`src/rtl/wdog_pkg.sv`:
```
package wdog_pkg;

    // Registered outputs of the watchdog top level
    typedef struct packed {
        logic rst_req;
        logic wake_req;
        logic tmo_n;
        logic tmr_out;
    } wdog_out_t;

    localparam wdog_out_t WDOG_OUT_RST = '{rst_req: 1'b0, wake_req: 1'b0,
                                          tmo_n: 1'b1, tmr_out: 1'b0};

endpackage

```
`src/rtl/wdog_base_ctr.sv`:
```
module wdog_base_ctr #(
    parameter int WIDTH = 8
) (
    input  logic clk,
    input  logic rst_n,
    input  logic tick_i,
    input  logic enable_i,
    input  logic flush_i,
    output logic wrap_o
);
    localparam logic [WIDTH-1:0] CNT_TOP = {WIDTH{1'b1}};

    logic [WIDTH-1:0] cnt_d, cnt_q;

    always_comb begin
        cnt_d  = cnt_q;
        wrap_o = 1'b0;
        if (flush_i) begin
            cnt_d = '0;
        end else if (enable_i && tick_i) begin
            cnt_d  = cnt_q + 1'b1;
            wrap_o = (cnt_q == CNT_TOP);
        end
    end

    always_ff @(posedge clk or negedge rst_n) begin
        if (!rst_n) cnt_q <= '0;
        else        cnt_q <= cnt_d;
    end

endmodule

```
`src/rtl/wdog_psc.sv`:
```
module wdog_psc #(
    parameter int STAGES = 8
) (
    input  logic                      clk,
    input  logic                      rst_n,
    input  logic                      evt_i,
    input  logic                      flush_i,
    input  logic [$clog2(STAGES)-1:0] sel_i,
    output logic                      evt_o
);
    logic [STAGES-1:0] cnt_d, cnt_q;
    logic [STAGES-1:0] at_top;   // at_top[k]: low k bits all ones

    assign at_top[0] = 1'b1;
    for (genvar k = 1; k < STAGES; k++) begin : g_tap
        assign at_top[k] = at_top[k-1] & cnt_q[k-1];
    end

    always_comb begin
        cnt_d = cnt_q;
        evt_o = 1'b0;
        if (flush_i) begin
            cnt_d = '0;
        end else if (evt_i) begin
            cnt_d = cnt_q + 1'b1;
            evt_o = at_top[sel_i];
        end
    end

    always_ff @(posedge clk or negedge rst_n) begin
        if (!rst_n) cnt_q <= '0;
        else        cnt_q <= cnt_d;
    end

endmodule

```
`src/rtl/wdog_shared_psc.sv`:
```
module wdog_shared_psc
    import wdog_pkg::*;
#(
    parameter int WIDTH      = 8,
    parameter int PSC_STAGES = 8
) (
    input  logic                          clk,
    input  logic                          rst_n,
    input  logic                          tmr_tick_i,
    input  logic                          wdt_tick_i,
    input  logic                          clear_i,
    input  logic                          sleep_enter_i,
    input  logic                          asleep_i,
    input  logic                          wdt_en_i,
    input  logic                          psa_i,
    input  logic [$clog2(PSC_STAGES)-1:0] ratio_i,
    output logic                          reset_req_o,
    output logic                          wake_req_o,
    output logic                          tmo_n_o,
    output logic                          tmr_tick_o
);
    wdog_out_t out_d, out_q;

    logic restart;     // clear or sleep entry
    logic base_wrap;
    logic psc_in;
    logic psc_flush;
    logic psc_evt;
    logic timeout;

    assign restart   = clear_i | sleep_enter_i;
    assign psc_in    = psa_i ? base_wrap : tmr_tick_i;
    assign psc_flush = psa_i & restart;

    wdog_base_ctr #(.WIDTH(WIDTH)) u_base (
        .clk      (clk),
        .rst_n    (rst_n),
        .tick_i   (wdt_tick_i),
        .enable_i (wdt_en_i),
        .flush_i  (restart),
        .wrap_o   (base_wrap)
    );

    wdog_psc #(.STAGES(PSC_STAGES)) u_psc (
        .clk     (clk),
        .rst_n   (rst_n),
        .evt_i   (psc_in),
        .flush_i (psc_flush),
        .sel_i   (ratio_i),
        .evt_o   (psc_evt)
    );

    always_comb begin
        out_d          = out_q;
        out_d.rst_req  = 1'b0;
        out_d.wake_req = 1'b0;
        out_d.tmr_out  = psa_i ? tmr_tick_i : psc_evt;
        timeout        = wdt_en_i & ~restart & (psa_i ? psc_evt : base_wrap);
        if (clear_i) begin
            out_d.tmo_n = 1'b1;
        end else if (timeout) begin
            out_d.tmo_n = 1'b0;
            if (asleep_i) out_d.wake_req = 1'b1;
            else          out_d.rst_req  = 1'b1;
        end
    end

    always_ff @(posedge clk or negedge rst_n) begin
        if (!rst_n) out_q <= WDOG_OUT_RST;
        else        out_q <= out_d;
    end

    assign reset_req_o = out_q.rst_req;
    assign wake_req_o  = out_q.wake_req;
    assign tmo_n_o     = out_q.tmo_n;
    assign tmr_tick_o  = out_q.tmr_out;

endmodule

```
`config.mk`:
```
export PLATFORM = sky130hd
export DESIGN_NAME = wdog_shared_psc
export DESIGN_NICKNAME = d
export VERILOG_FILES = /design/src/rtl/wdog_pkg.sv /design/src/rtl/wdog_base_ctr.sv /design/src/rtl/wdog_psc.sv /design/src/rtl/wdog_shared_psc.sv
export SDC_FILE = /design/constraint.sdc
export NUM_CORES = 1
export LEC_CHECK = 0
export BUFFER_PORTS_ARGS = -buffer_cell sky130_fd_sc_hd__clkbuf_2
export CORE_MARGIN = 10
export CORE_UTILIZATION = 60
export CTS_CLUSTER_DIAMETER = 80
export DETAILED_ROUTE_END_ITERATION = 7
export GPL_TIMING_DRIVEN = 0
export PLACE_DENSITY = 0.8
export SYNTH_ARGS = -nofsm -noshare
export SYNTH_HDL_FRONTEND = slang
export SYNTH_SLANG_ARGS = --single-unit
```
`constraint.sdc`:
```
create_clock -name clk -period 2.7 [get_ports clk]
set_input_delay 0.675 -clock clk [delete_from_list [all_inputs] [get_ports clk]]
set_output_delay 0.675 -clock clk [all_outputs]
set_load 0.02 [all_outputs]
```
* Word level (Yosys, flattened, before mapping) *
Cells that the tools add are included.

storage, ports and cells
  input port bits = 12
  word-level logic and storage cells = 43
  register bits after elaboration = 20
  output and inout port bits = 4

cells by class
  bitwise gates (word level) = 11
  order comparisons = 1
  multiplexer cells = 18
  eq/ne operators = 1
  reduce and logical (&&, ||, !) cells = 4
  add/subtract/negate cells = 2

operators with widths
  kind                                                                           count
  8-bit 2-to-1 mux                                                               4
  8-bit by 1-bit adder with 8-bit output (second input constant)                 2
  1-bit 2-to-1 mux                                                               11
  1-bit AND                                                                      9
  8-bit == test (second input constant)                                          1
  2-bit nonzero test                                                             3
  3-bit by 4-bit less-than comparator with 1-bit output (second input constant)  1
  1-bit binary-select mux with 3-bit select                                      1
  3-bit 2-to-1 mux                                                               1
  2-bit 2-to-1 mux                                                               1
  1-bit logical AND                                                              1
  1-bit NOT                                                                      1
  1-bit OR                                                                       1

* Longest topological paths before layout *
Gate-level depths: netlist of the first run.

  word-level depth = 14
  depth in mapped cells = 6
  depth with buffers taken out = 6

* Modules after synthesis *
From an unflattened synthesis of the first run, not the netlist that was laid out.

second synthesis, totals
  cells, all modules = 98
  area, all modules = 1013.5 µm²

by module, submodules not included
  module           area each (µm²)  sequential area each (µm²)  times used  cells each
  wdog_psc         415.4            175.2                       1           41
  wdog_base_ctr    414.1            200.2                       1           44
  wdog_shared_psc  183.9            101.3                       1           13

* Worst setup path before layout of the first run *
Ideal clock, no wire load.

  kind = in2reg
  from = input port sleep_enter_i
  to = register u_psc.cnt_q[3]
  stages on the path = 4
  required time = 2.627 ns
  buffers on the path = 0
  data arrival time = 1.860 ns
  setup time = 0.073 ns
  setup slack = 0.767 ns
  path through = or3b_4 -> or4_4 -> a21o_1 -> a21oi_2

on the way
  cells in the longest elaborated chain, start to end = 4
  elaborated cells between the ends (all ways) = 6
  those cells by class = mux (3); bitwise (2); reduce/logical (1)

RTL lines
  what                                 RTL line               RTL
  start: declaration                   wdog_shared_psc.sv:12  input logic sleep_enter_i,
  1-bit OR *                           wdog_shared_psc.sv:31  assign restart = clear_i | sleep_enter_i;
  1-bit 2-to-1 mux                     wdog_base_ctr.sv:18    if (flush_i) begin
  1-bit 2-to-1 mux                     wdog_shared_psc.sv:32  assign psc_in = psa_i ? base_wrap : tmr_tick_i;
  2-bit nonzero test (no source line)  -
  end signal: assignment               wdog_psc.sv:32         else cnt_q <= cnt_d;
  end: declaration                     wdog_psc.sv:11         logic [STAGES-1:0] cnt_d, cnt_q;

Every way passes the cells marked *; elsewhere a longest branch is shown, timed or not.
A chain may end at the register's enable or synchronous reset.

* Worst setup path after layout of the first run *
  from = register u_base.cnt_q[0]
  to = register u_psc.cnt_q[3]

on the way
  cells in the longest elaborated chain, start to end = 5

RTL lines
  what                                 RTL line               RTL
  start: declaration                   wdog_base_ctr.sv:13    logic [WIDTH-1:0] cnt_d, cnt_q;
  start signal: assignment             wdog_base_ctr.sv:28    else cnt_q <= cnt_d;
  8-bit == test                        wdog_base_ctr.sv:22    wrap_o = (cnt_q == CNT_TOP);
  1-bit 2-to-1 mux                     wdog_base_ctr.sv:20    end else if (enable_i && tick_i) begin
  1-bit 2-to-1 mux                     wdog_base_ctr.sv:18
  1-bit 2-to-1 mux                     wdog_shared_psc.sv:32
  2-bit nonzero test (no source line)  -

No other way between the ends.

==> impl_summary.md, run 1 <==
Clocking
The clock tree from TritonCTS is yes. The number of H-tree levels is 1. The clock buffer count from CTS is 3. The cell at the root of the clock tree is sky130_fd_sc_hd__clkbuf_4.

In this run, post-CTS repair resized a total of 0 instances. The buffer depth of the longest clock path is 2. The number of buffers inserted to repair setup after CTS is 0. After clock tree synthesis, the clock-pin slew on the worst setup and hold paths is 0.10 ns. Buffers inserted to repair hold after CTS numbered 0. The clock latency of the later-clocked register in the worst-skew pair is approximately 0.29 ns. The tree built by TritonCTS fans out to 19 sinks.

Detailed routing
The count of antenna-violating nets left after detailed routing is 0. The top layer reached by signal wires is met4. The number of vias per cell is 6.019. The first-pass iteration count of the detailed router is 4.

The routed length on met2 is around 1100 um. In the routed design, unresolved DRC markers number 0. The wire length on met1 is roughly 1100 um. For this block, the initial DRC count from the detailed router was 29.

The sum of met3 wire segment lengths after detailed routing is 150 um. Summing over every cut layer, the via total after detailed routing is roughly 960. The post-detailed-routing wire length is roughly 2400 um. The routed length per placed instance is between 10 and 15 um.

Critical path
On the critical path the largest part of the delay comes from simple AND/OR/NAND/NOR gates. In this design, the stage delay of the slowest critical-path cell is 0.60 ns. STA classifies the critical path endpoint as a flop.

The kind of critical path is flop to flop. The arrival time of data at the critical path endpoint is between 2 and 2.5 ns. The worst register-to-register path ends at u_psc.cnt_q[3]$_DFFE_PN0P_. In this run the worst path has a maximum fanout of 5.

The data required time at the worst endpoint is a little under 3 ns. The startpoint of the most critical register-to-register path is u_base.cnt_q[0]$_DFFE_PN0P_. Counting both buffers and inverters, the worst setup path holds a total of 0.

The worst reg-to-reg setup slack is roughly 0.85 ns. The critical path goes through ha_1 > nand4_1 > or4_4 > a21o_1 > a21oi_2. Measured in cells, the most critical reg-to-reg path has a length of 5. The kind of launch point of the worst setup path is a flop.

For this design, the slowest cell found on the critical path is sky130_fd_sc_hd__or4_4.

Global route
Entering global routing, the biggest net connects 20 pins. The initial antenna violation count is 0. Summed over all layers, the global routing overflow is 0. The total routing resource utilization after global routing is 0.1228.

The first-pass GRT wire length is 4146 um. The via count of the first global-routing pass came to ~950.

Timing
The final count of pins violating max slew is 0. The final number of hold-violating endpoints is 0. After layout, the minimum clock period comes to 1.851 ns.

Setup repair after global routing left no endpoint under its margin. Of the available clock period, the critical path in the final layout requires 0.6857. On the final layout, the worst clock skew is about 0.0048 ns. Setup violations remaining at the end of the flow were counted as 0.

For the final routed database, the setup TNS stands at 0 ns. Measured against its own limit, the worst slew margin works out to 0.6458. The actual transition at the worst max-transition pin is 0.5258 ns. Timing would allow up to about 540 MHz.

Placed design
Once placement finished, the instance area stood at around 0.0012 mm^2. Summed over all nets, the half-perimeter wirelength after detailed placement is roughly 1800 um. The count of buffers inserted at the top-level ports is 14. At the end of routability-driven placement, the weighted congestion stood at ~0.8.

Synth
Counting instances in the post-synthesis netlist gives the leading cell types as sky130_fd_sc_hd__dfrtp_1, sky130_fd_sc_hd__nand2_1, sky130_fd_sc_hd__nor2_1. Yosys mapped a number of flops with a built-in enable equal to 0. The number of nets in the synthesized netlist is between 100 and 150.

The commonest register cell after synthesis is sky130_fd_sc_hd__dfrtp_1. The Yosys step of the flow raised 0 warnings. The gate count of the mapped netlist is roughly 120.

The synthesis-stage register bit count is 19. The synthesized netlist occupies a cell area of 0.001144 mm^2. The sequential fraction of the synthesis area is 0.4168. For this run, asynchronously set or reset flops after synthesis account for 1.000. The share of synthesized area in the top cell type comes to 0.3939. Sorting the synthesized cells by area gives the leading types as sky130_fd_sc_hd__dfrtp_1, sky130_fd_sc_hd__mux2i_1, sky130_fd_sc_hd__xor2_1. Among all cell types in the netlist, the one instantiated most often is sky130_fd_sc_hd__dfrtp_1.

The cell type with the highest aggregate area in the netlist is sky130_fd_sc_hd__dfrtp_1. Yosys mapped the design onto 43 distinct sky130hd cell types. A synthesized cell averages between 9 and 10 um^2.

Flow run
The tool flagged a number of max-cap violations equal to 0.

Floorplan
The floorplan has 15 rows. The die covers between 0.004 and 0.005 mm^2. The region available for standard cell placement spans between 0.0015 and 0.002 mm^2. Measured along the y axis, the die boundary spans roughly 64 um.

The initial utilization of the core area, before any placement, comes to 0.6482. The I/O pin total is 16. The horizontal extent of the die is roughly 64 um.

Status
The run finished with clean final reports.

Power and ir drop
For this design the ratio of total power to cell area is around 400 mW/mm^2. The worst voltage drop across the vdd grid is around 0.29 mV. The static leakage is 0.5841 nW.

Layout
In the final design database the tool counted about 150 nets. 0 antenna diodes ended up in the layout. The final cell area excluding filler cells is 0.001271 mm^2.

From synthesis to final layout, the design area changed by 11.16%. The share of final-layout standard cells stronger than drive strength 1 is 0.2148.

Hold path
The class of the most critical hold timing path is input pin to asynchronous set/reset pin.
[layout make-up]
cell class	instances	area (um^2)
well taps	25	31.28
flip-flops and latches	19	476.7
inverters	2	7.507
multi-input cells	92	643.1
repair buffers	14	70.07
plain buffers	4	16.27
clock buffers	4	26.28
fillers	151	493.0
[power by group]
part	internal [mW]	switching (mW)
logic	0.0272	0.0408
clock network	0.0575	0.0829
registers	0.291	0.00720
[cells in the final DEF (no fill, tap or decap), drive strengths merged]
master	synthesis	final
nor2b	1	1
and4	2	2
xnor2	2	2
nand2	9	9
nand4	5	5
buf	1	1
ha	3	3
o22ai	3	3
nor4	3	3
o2111ai	1	1
dfstp	1	1
inv	2	2
xor2	6	6
a211oi	2	2
a221oi	1	1
nor3	3	3
a21o	2	2
o21a	2	2
nand3	7	7
and2	2	2
a21oi	5	5
dfrtp	18	18
and3b	1	1
or3	3	3
o211a	1	1
o211ai	1	1
nor2	8	8
nand3b	1	1
or4	1	1
clkbuf	3	21
nand2b	1	1
or2	2	2
mux2i	6	6
o21ai	4	4
nor3b	1	1
and3	1	1
or3b	1	1
a311oi	1	1
[registers in the layout, indices dropped and copies added (netlist names)]
register,flops
tmo_n_o,1
wake_req_o,1
reset_req_o,1
u_base.cnt_q,8
u_psc.cnt_q,7
tmr_tick_o,1
[metal layers]
layer / GRT usage / vias to the layer above
li1: - / 472
met1: 0.1453 / 462
met2: 0.2023 / 22
met3: 0.03887 / 7
met4: 0.04372 / 0
met5: 0 / -
[worst max path at each step]
stage	from	end	slack (ns)	cells after the start
2_1_floorplan	sleep_enter_i	u_psc.cnt_q[3]$_DFFE_PN0P_	0.77	4
3_3_place_gp	sleep_enter_i	u_psc.cnt_q[3]$_DFFE_PN0P_	0.62	5
3_5_place_dp	sleep_enter_i	u_psc.cnt_q[3]$_DFFE_PN0P_	0.59	5
4_1_cts	u_base.cnt_q[0]$_DFFE_PN0P_	u_psc.cnt_q[3]$_DFFE_PN0P_	0.84	5
5_1_grt	u_base.cnt_q[0]$_DFFE_PN0P_	u_psc.cnt_q[6]$_DFFE_PN0P_	0.77	5
6_report	u_base.cnt_q[0]$_DFFE_PN0P_	u_psc.cnt_q[3]$_DFFE_PN0P_	0.85	5
[stage by stage]
stage	util	power [mW]	std cells	worst slack [ns]	hold slack [ns]
finish	0.7206	0.5066	160	0.8486	0.3090
global route	0.7206	0.5317	160	0.7654	0.3344
CTS	0.7206	0.5125	160	0.8363	0.3223
detailed placement	0.7057	0.3718	156	0.5904	0.4937
global placement	0.7057	0.3694	156	0.6158	0.4970
floorplan	-	0.3435	117	0.7672	0.3794
[cells by family (layout without fill, tap and decap cells)]
family,Yosys count,in the layout,share of synthesized area
AND/OR/NAND/NOR,52,52,0.2790
buffers and inverters,6,24,0.02079
AO/OA/AOI/OAI,23,23,0.1368
XOR/XNOR,8,8,0.06127
flip-flops,19,19,0.4169
adder cells (fa/ha/maj),3,3,0.03283
multiplexers,6,6,0.05252
(Power assumes the default switching activity.)
==> run 2, diff against run 1 <==
--- a/config.mk
+++ b/config.mk
@@ -6,12 +6,13 @@
 export NUM_CORES = 1
 export LEC_CHECK = 0
 export BUFFER_PORTS_ARGS = -buffer_cell sky130_fd_sc_hd__clkbuf_2
+export CORE_ASPECT_RATIO = 1.75
 export CORE_MARGIN = 10
-export CORE_UTILIZATION = 60
+export CORE_UTILIZATION = 50
 export CTS_CLUSTER_DIAMETER = 80
 export DETAILED_ROUTE_END_ITERATION = 7
 export GPL_TIMING_DRIVEN = 0
-export PLACE_DENSITY = 0.8
+export PLACE_DENSITY = 0.71
 export SYNTH_ARGS = -nofsm -noshare
 export SYNTH_HDL_FRONTEND = slang
 export SYNTH_SLANG_ARGS = --single-unit
==> constraint.sdc (replaced) <==
create_clock -name clk -period 1.6 [get_ports clk]
set_input_delay 0.4 -clock clk [delete_from_list [all_inputs] [get_ports clk]]
set_output_delay 0.4 -clock clk [all_outputs]
set_load 0.02 [all_outputs]
==> run 2 against run 1 <==
Compared with the run above:
- the run now ends with setup timing left
- total power up 76%
- routed wire length up 13%
- global-route usage down 0.68 points
- sequential cell count unchanged
- via count up 3.5%
- critical path type unchanged
==> impl_summary.md, run 2 (synthesized netlist as in run 1, its figures left out) <==
Detailed routing
The count of antenna-violating nets left after detailed routing is 0 (unchanged). The post-detailed-routing wire length is 2677 um (+13%). The routed length per placed instance is 16.03 um (+8.4%). The number of vias after detailed routing came to 997 (+3.5%). The number of remaining DRC errors is 0 (unchanged). The number of DRC violations after detailed-routing iteration 0 is 20 (-31%). The first-pass iteration count of the detailed router is 4 (unchanged). The number of vias per cell is 5.970 (-0.81%).

Timing
The final setup violation count came to 1 (+1). The final worst-path cycle share was 1.010 (+0.3244). The actual transition at the worst max-transition pin is 0.4793 ns (-0.04654 ns). The worst clock skew was 0.001238 ns (-0.003598 ns). The final critical-path setup slack came to -0.01621 ns (-0.8648 ns).

The final number of hold-violating endpoints is 0 (unchanged). Setup repair after global routing could not meet its margin everywhere. The post-layout minimum cycle time is 1.616 ns (-0.2352 ns). The highest clock rate was 618.7 MHz (+15%).

The final count of pins violating max slew is 0 (unchanged). The relative slew slack is 0.6771 (+0.03136).

Power and ir drop
The worst voltage drop across the vdd grid is 0.3917 mV (+35%). The static leakage was 0.6494 nW (+11%). The cell area power density is 639.9 mW/mm^2 (+61%).

The power after layout is 0.8903 mW (+76%).

Layout
The final cell area excluding filler cells is 0.001391 mm^2 (+9.4%). The antenna cell count was 0 (unchanged). The fill cell total of the finished layout is 191 (+26%). The largest registers in the layout are u_base.cnt_q x8, u_psc.cnt_q x7. In the layout the commonest cells are sky130_fd_sc_hd__clkbuf_2, sky130_fd_sc_hd__dfrtp_1, sky130_fd_sc_hd__nand2_1.

The register with the highest flop count is u_base.cnt_q. The share of final-layout standard cells stronger than drive strength 1 was 0.3497 (+0.1348). The layout overhead on the synthesized area is 21.66%.

The flip-flop count of the largest register, all copies and words added was 8 (unchanged). The number of nets in the final layout came to 159 (+5.3%).

Placed design
The global placement routability congestion is 0.7696 (-5.3%). The final HPWL from detailed placement is 1953 um (+7.2%). The count of buffers inserted at the top-level ports is 14 (unchanged). The cell area after placement came to 0.001244 mm^2 (-0.10%).

Critical path
The top fanout value on the critical path is 5 (unchanged). In this run the critical register-to-register path is launched from u_base.cnt_q[7]$_DFFE_PN0P_. The worst reg-to-reg setup slack is -0.02 ns (-0.86 ns). The slowest stage of the critical path is the sky130_fd_sc_hd__or4_4 cell. STA classifies the critical path startpoint as a flop. The worst flop-to-flop path endpoint is u_psc.cnt_q[3]$_DFFE_PN0P_.

The number of cell instances on the worst register-to-register path came to 4 (-1). The critical path capture point type is a flop. The arrival time of data at the critical path endpoint came to 1.86 ns (-0.22 ns).

The data required time at the worst endpoint was 1.84 ns (-1.09 ns). Traced cell by cell, the critical path runs through or3b_4 > or4_4 > a21o_1 > a21oi_2. The peak per-stage delay on the critical path is 0.49 ns (-0.11 ns).

The kind of critical path is flop to flop.

Floorplan
The core outline area is 0.002147 mm^2 (+22%). The initial core utilization is 0.5326 (-0.1156). The horizontal extent of the die was 56.15 um (-12%). The I/O pin total is 16 (unchanged). The die area is 0.004675 mm^2 (+15%). The site row count was 22 (+7). The vertical extent of the die was 83.27 um (+31%).

Clocking
The number of H-tree levels is 1 (unchanged). The clock buffer count from CTS is 3 (unchanged). The cell at the root of the clock tree is sky130_fd_sc_hd__clkbuf_4. The clock tree from TritonCTS is yes.

The total of hold buffers inserted after clock tree synthesis is 0 (unchanged). The total number of clock tree sinks was 19 (unchanged). The buffer depth of the longest clock path is 2 (unchanged). The clock latency of the later-clocked register in the worst-skew pair is 0.30 ns (about the same). The CTS clock-pin slew for the worst setup and hold paths was 0.11 ns (about the same).

Flow run
The max-capacitance violation count is 0 (unchanged).

Global route
The via count of the first global-routing pass is 1,039 (+9.6%). The initial antenna violation count is 0 (unchanged). The total routing resource utilization after global routing came to 0.1160 (-0.006846). The first-pass GRT wire length is 4629 um (+12%). The total congestion overflow is 0 (unchanged). The largest net degree at the start of global routing is 20 (unchanged).

Status
The checks that failed: setup timing. The flow ran to the end, but the final reports show violations.

Hold path
In this run the worst hold path is classified as input pin to asynchronous set/reset pin.
## run 2: report_power, final
group	switching (mW)	total, mW	internal, mW
Clock	0.159	0.252	0.0933
Sequential	0.00844	0.500	0.492
Combinational	0.0812	0.138	0.0567
Total	0.248	0.890	0.642
## run 2: cell type report
cell class,count,area (um^2),area share
multi-input combinational,92,694.4,0.4991
sequential,19,480.5,0.3453
timing repair buffer,22,133.9,0.09622
tap,24,30.03,0.02158
clock buffer,3,22.52,0.01619
buffer,4,17.52,0.01259
inverter,2,7.507,0.005396
clock inverter,1,5.005,0.003597
## run 2: routing by layer
metal	part of all wire	global-route usage	up-vias
li1	-	-	483
met1	0.38	0.1141	489
met2	0.56	0.2180	21
met3	0.046	0.02287	4
met4	0.014	0.05470	0
met5	0	0	-
## run 2: critical path, delay by kind of cell (launching register included)
| family | cells | cell delay (ns) |
|---|---|---|
| AOI/OAI and AO/OA | 2 | 0.30 |
| DFF | 1 | 0.35 |
| and+or+nand+nor | 2 | 0.91 |
## run 2: how the worst max path moves through the flow
stage | from | endpoint | slack (ns) | cells past startpoint
2_1_floorplan | sleep_enter_i | u_psc.cnt_q[3]$_DFFE_PN0P_ | -0.06 | 4
3_3_place_gp | sleep_enter_i | u_psc.cnt_q[3]$_DFFE_PN0P_ | -0.20 | 5
3_5_place_dp | sleep_enter_i | u_psc.cnt_q[3]$_DFFE_PN0P_ | -0.21 | 5
4_1_cts | u_base.cnt_q[7]$_DFFE_PN0P_ | u_psc.cnt_q[3]$_DFFE_PN0P_ | -0.02 | 4
5_1_grt | u_base.cnt_q[1]$_DFFE_PN0P_ | u_psc.cnt_q[3]$_DFFE_PN0P_ | -0.08 | 6
6_report | u_base.cnt_q[7]$_DFFE_PN0P_ | u_psc.cnt_q[3]$_DFFE_PN0P_ | -0.02 | 4
## run 2: stage by stage
step	hold slack (ns)	TNS (ns)	util	setup slack, ns	cells
3_5_place_dp	0.3809	-1.407	0.5793	-0.2092	155
6_report	0.03066	-0.01621	0.6480	-0.01621	167
4_1_cts	0.04204	-0.01760	0.6230	-0.01760	164
2_1_floorplan	0.1044	-0.05787	-	-0.05787	117
3_3_place_gp	0.3787	-1.026	0.5793	-0.2011	155
5_1_grt	0.04956	-0.1950	0.6480	-0.08054	167
## run 2: timing repair
item                                    CTS  global route
endpoints found under the setup margin   11             9
gates resized for setup                   6            10
setup buffers                             5             3
pin swaps                                 2             4
endpoints found under the hold margin     0             0
==> run 3, diff against run 2 <==
--- a/config.mk
+++ b/config.mk
@@ -6,10 +6,12 @@
 export NUM_CORES = 1
 export LEC_CHECK = 0
 export BUFFER_PORTS_ARGS = -buffer_cell sky130_fd_sc_hd__clkbuf_2
+export CELL_PAD_IN_SITES_DETAIL_PLACEMENT = 1
+export CELL_PAD_IN_SITES_GLOBAL_PLACEMENT = 1
 export CORE_ASPECT_RATIO = 1.75
 export CORE_MARGIN = 10
-export CORE_UTILIZATION = 50
-export CTS_CLUSTER_DIAMETER = 80
+export CORE_UTILIZATION = 39
+export CTS_CLUSTER_DIAMETER = 200
 export DETAILED_ROUTE_END_ITERATION = 7
 export GPL_TIMING_DRIVEN = 0
 export PLACE_DENSITY = 0.71
==> run 3 against run 2 <==
Compared with the run above:
- the run still ends with setup timing left
- critical endpoint unchanged
- total power grew 12%
- largest power group unchanged
- final cell count is 4.8% higher
- design area increased by 4.9%
- critical path type unchanged
==> impl_summary.md, run 3 (synthesized netlist as in run 1, its figures left out) <==
Status
The flow ran to the end, but the final reports show violations. The checks that failed: setup timing.

Clocking
The buffer depth of the longest clock path is 2 (unchanged). TritonCTS built the clock tree. The clock buffer count from CTS is 3 (unchanged). The clock latency of the later-clocked register in the worst-skew pair came to 0.26 ns (-0.04 ns).

The cell at the root of the clock tree is sky130_fd_sc_hd__clkbuf_8. The CTS clock-pin slew for the worst setup and hold paths is 0.08 ns (-0.03 ns). The total of hold buffers inserted after clock tree synthesis is 0 (unchanged). The total number of clock tree sinks is 19 (unchanged). The number of H-tree levels came to 1 (unchanged).

Placed design
The cell area after placement came to 0.001249 mm^2 (+0.40%). The global placement routability congestion is 0.7853 (+2.0%). The count of buffers inserted at the top-level ports is 14 (unchanged).

The instance count after placement with tap cells included is 159 (+2.6%). The final HPWL from detailed placement was 2315 um (+19%).

Global route
The largest net degree at the start of global routing is 20 (unchanged). The first-pass GRT wire length is 5292 um (+14%). The initial antenna violation count is 0 (unchanged).

The total routing resource utilization after global routing is 0.1212 (+0.005213). The via count of the first global-routing pass is 1,150 (+11%). The total congestion overflow is 0 (unchanged).

Layout
The top cell types in the final layout, fill and taps aside, are sky130_fd_sc_hd__dfrtp_1, sky130_fd_sc_hd__clkbuf_2, sky130_fd_sc_hd__buf_4. The share of final-layout standard cells stronger than drive strength 1 is 0.3741 (+0.02450). The flip-flop count of the largest register, all copies and words added was 8 (unchanged). The antenna cell count is 0 (unchanged). The number of standard cells in the final layout excluding fillers was 175 (+4.8%). The area used by multi-input combinational logic was 709.4 um^2 (+2.2%). The register with the highest flop count is u_base.cnt_q.

The final core utilization is 0.5096 (-0.1384). The fill cell total of the finished layout is 348 (+82%). The most frequent standard cell in the layout excluding fill and tap cells is sky130_fd_sc_hd__dfrtp_1.

The largest registers in the layout are u_base.cnt_q x8, u_psc.cnt_q x7. From synthesis to final layout, the design area changed by 27.57%. The flip-flop and latch area is 479.2 um^2 (-0.26%).

The number of nets in the final layout is 163 (+2.5%). The final cell area excluding filler cells was 0.001459 mm^2 (+4.9%).

Detailed routing
The first-pass iteration count of the detailed router was 4 (unchanged). The number of vias per cell came to 5.943 (-0.46%). The count of antenna-violating nets left after detailed routing is 0 (unchanged). The post-detailed-routing wire length is 3149 um (+18%). The number of remaining DRC errors came to 0 (unchanged). The routed length per placed instance is 17.99 um (+12%).

The number of DRC violations after detailed-routing iteration 0 is 22 (+10%). The number of vias after detailed routing was 1,040 (+4.3%).

Power and ir drop
The power after layout is 0.9950 mW (+12%). The static leakage came to 0.6788 nW (+4.5%). The worst voltage drop across the vdd grid is 0.4800 mV (+23%). The cell area power density is 682.0 mW/mm^2 (+6.6%).

Timing
The relative slew slack was 0.5609 (-0.1162). The final worst-path cycle share is 1.025 (+0.01494). The final critical-path setup slack came to -0.04011 ns (-0.02390 ns).

The actual transition at the worst max-transition pin was 0.6518 ns (+0.1725 ns). The highest clock rate is 609.7 MHz (-1.5%). The post-layout minimum cycle time was 1.640 ns (+0.02390 ns).

Setup repair after global routing could not meet its margin everywhere. The final setup violation count was 5 (+4). The final-layout setup total negative slack was -0.09322 ns (-0.07701 ns). The final count of pins violating max slew came to 0 (unchanged). The worst clock skew is 0.007801 ns (+0.006563 ns). The final number of hold-violating endpoints is 0 (unchanged).

Critical path
The worst setup path is launched from a flop. The arrival time of data at the critical path endpoint is 1.84 ns (-0.02 ns). The data required time at the worst endpoint is 1.80 ns (-0.04 ns). The worst setup path is captured at a flop. The top fanout value on the critical path came to 5 (unchanged). The setup path with the least slack is of type flop to flop.

Flow run
The max-capacitance violation count is 0 (unchanged).

Hold path
The tightest min-delay check is of the input pin to asynchronous set/reset pin type.

Floorplan
The I/O pin total is 16 (unchanged). The core outline area is 0.002863 mm^2 (+33%). The vertical extent of the die is 91.64 um (+10%). The initial core utilization is 0.3995 (-0.1332). The horizontal extent of the die is 60.94 um (+8.5%).

The die area is 0.005584 mm^2 (+19%). The site row count is 26 (+18%).
-- run 3: report_power, final --
part           switching, mW  internal, mW
Sequential            0.0116         0.492
Clock                  0.174         0.174
Combinational         0.0850        0.0594
Total                  0.270         0.725
-- run 3: stage by stage --
step	worst slack (ns)	hold slack (ns)
2_1_floorplan	-0.05787	0.1044
5_1_grt	-0.1232	0.1082
3_3_place_gp	-0.2098	0.3849
6_report	-0.04011	0.09053
4_1_cts	-0.006649	0.1034
3_5_place_dp	-0.2253	0.3925
-- run 3: what timing repair did --
action / in CTS / in global routing
endpoints found under the setup margin: 11 / 11
resized for setup: 12 / 6
pin swaps: 7 / 14
buffers inserted: 10 / 2
-- run 3: layer usage --
metal / GRT usage / vias up / part of all wire
met5: 0 / - / 0
met4: 0.05147 / 0 / 0.020
met3: 0.02348 / 6 / 0.030
met2: 0.2346 / 15 / 0.60
met1: 0.1111 / 525 / 0.35
li1: - / 494 / -
-- run 3: final cells by class --
| type | instances | area share |
|---|---|---|
| Buffer | 4 | 0.01201 |
| Clock buffer | 3 | 0.02830 |
| Clock inverter | 1 | 0.003431 |
| Inverter | 2 | 0.005146 |
| Multi-Input combinational cell | 92 | 0.4863 |
| Sequential cell | 19 | 0.3285 |
| Tap cell | 28 | 0.02401 |
| Timing Repair Buffer | 26 | 0.1123 |
-- run 3: critical path, cell delays in order (launching register included) --
cell	delay, ns
sky130_fd_sc_hd__dfrtp_1	0.36
sky130_fd_sc_hd__or3b_4	0.42
sky130_fd_sc_hd__or4_4	0.50
sky130_fd_sc_hd__a21o_1	0.18
sky130_fd_sc_hd__a21oi_2	0.12
-- run 3: final timing paths --
check                                            start                     endpoint  slack [ns]  depth (start not counted)
min in group clk                              asleep_i        reset_req_o$_DFF_PN0_        0.30                          2
setup / recovery           u_base.cnt_q[7]$_DFFE_PN0P_   u_psc.cnt_q[3]$_DFFE_PN0P_       -0.04                          4
max in group asynchronous                        rst_n  u_base.cnt_q[3]$_DFFE_PN0P_        1.13                          1
setup reg to reg           u_base.cnt_q[7]$_DFFE_PN0P_   u_psc.cnt_q[3]$_DFFE_PN0P_       -0.04                          4
hold reg to reg                    tmo_n_o$_DFFE_PN1P_          tmo_n_o$_DFFE_PN1P_        0.51                          2
hold / removal                                   rst_n   u_psc.cnt_q[5]$_DFFE_PN0P_        0.09                          1
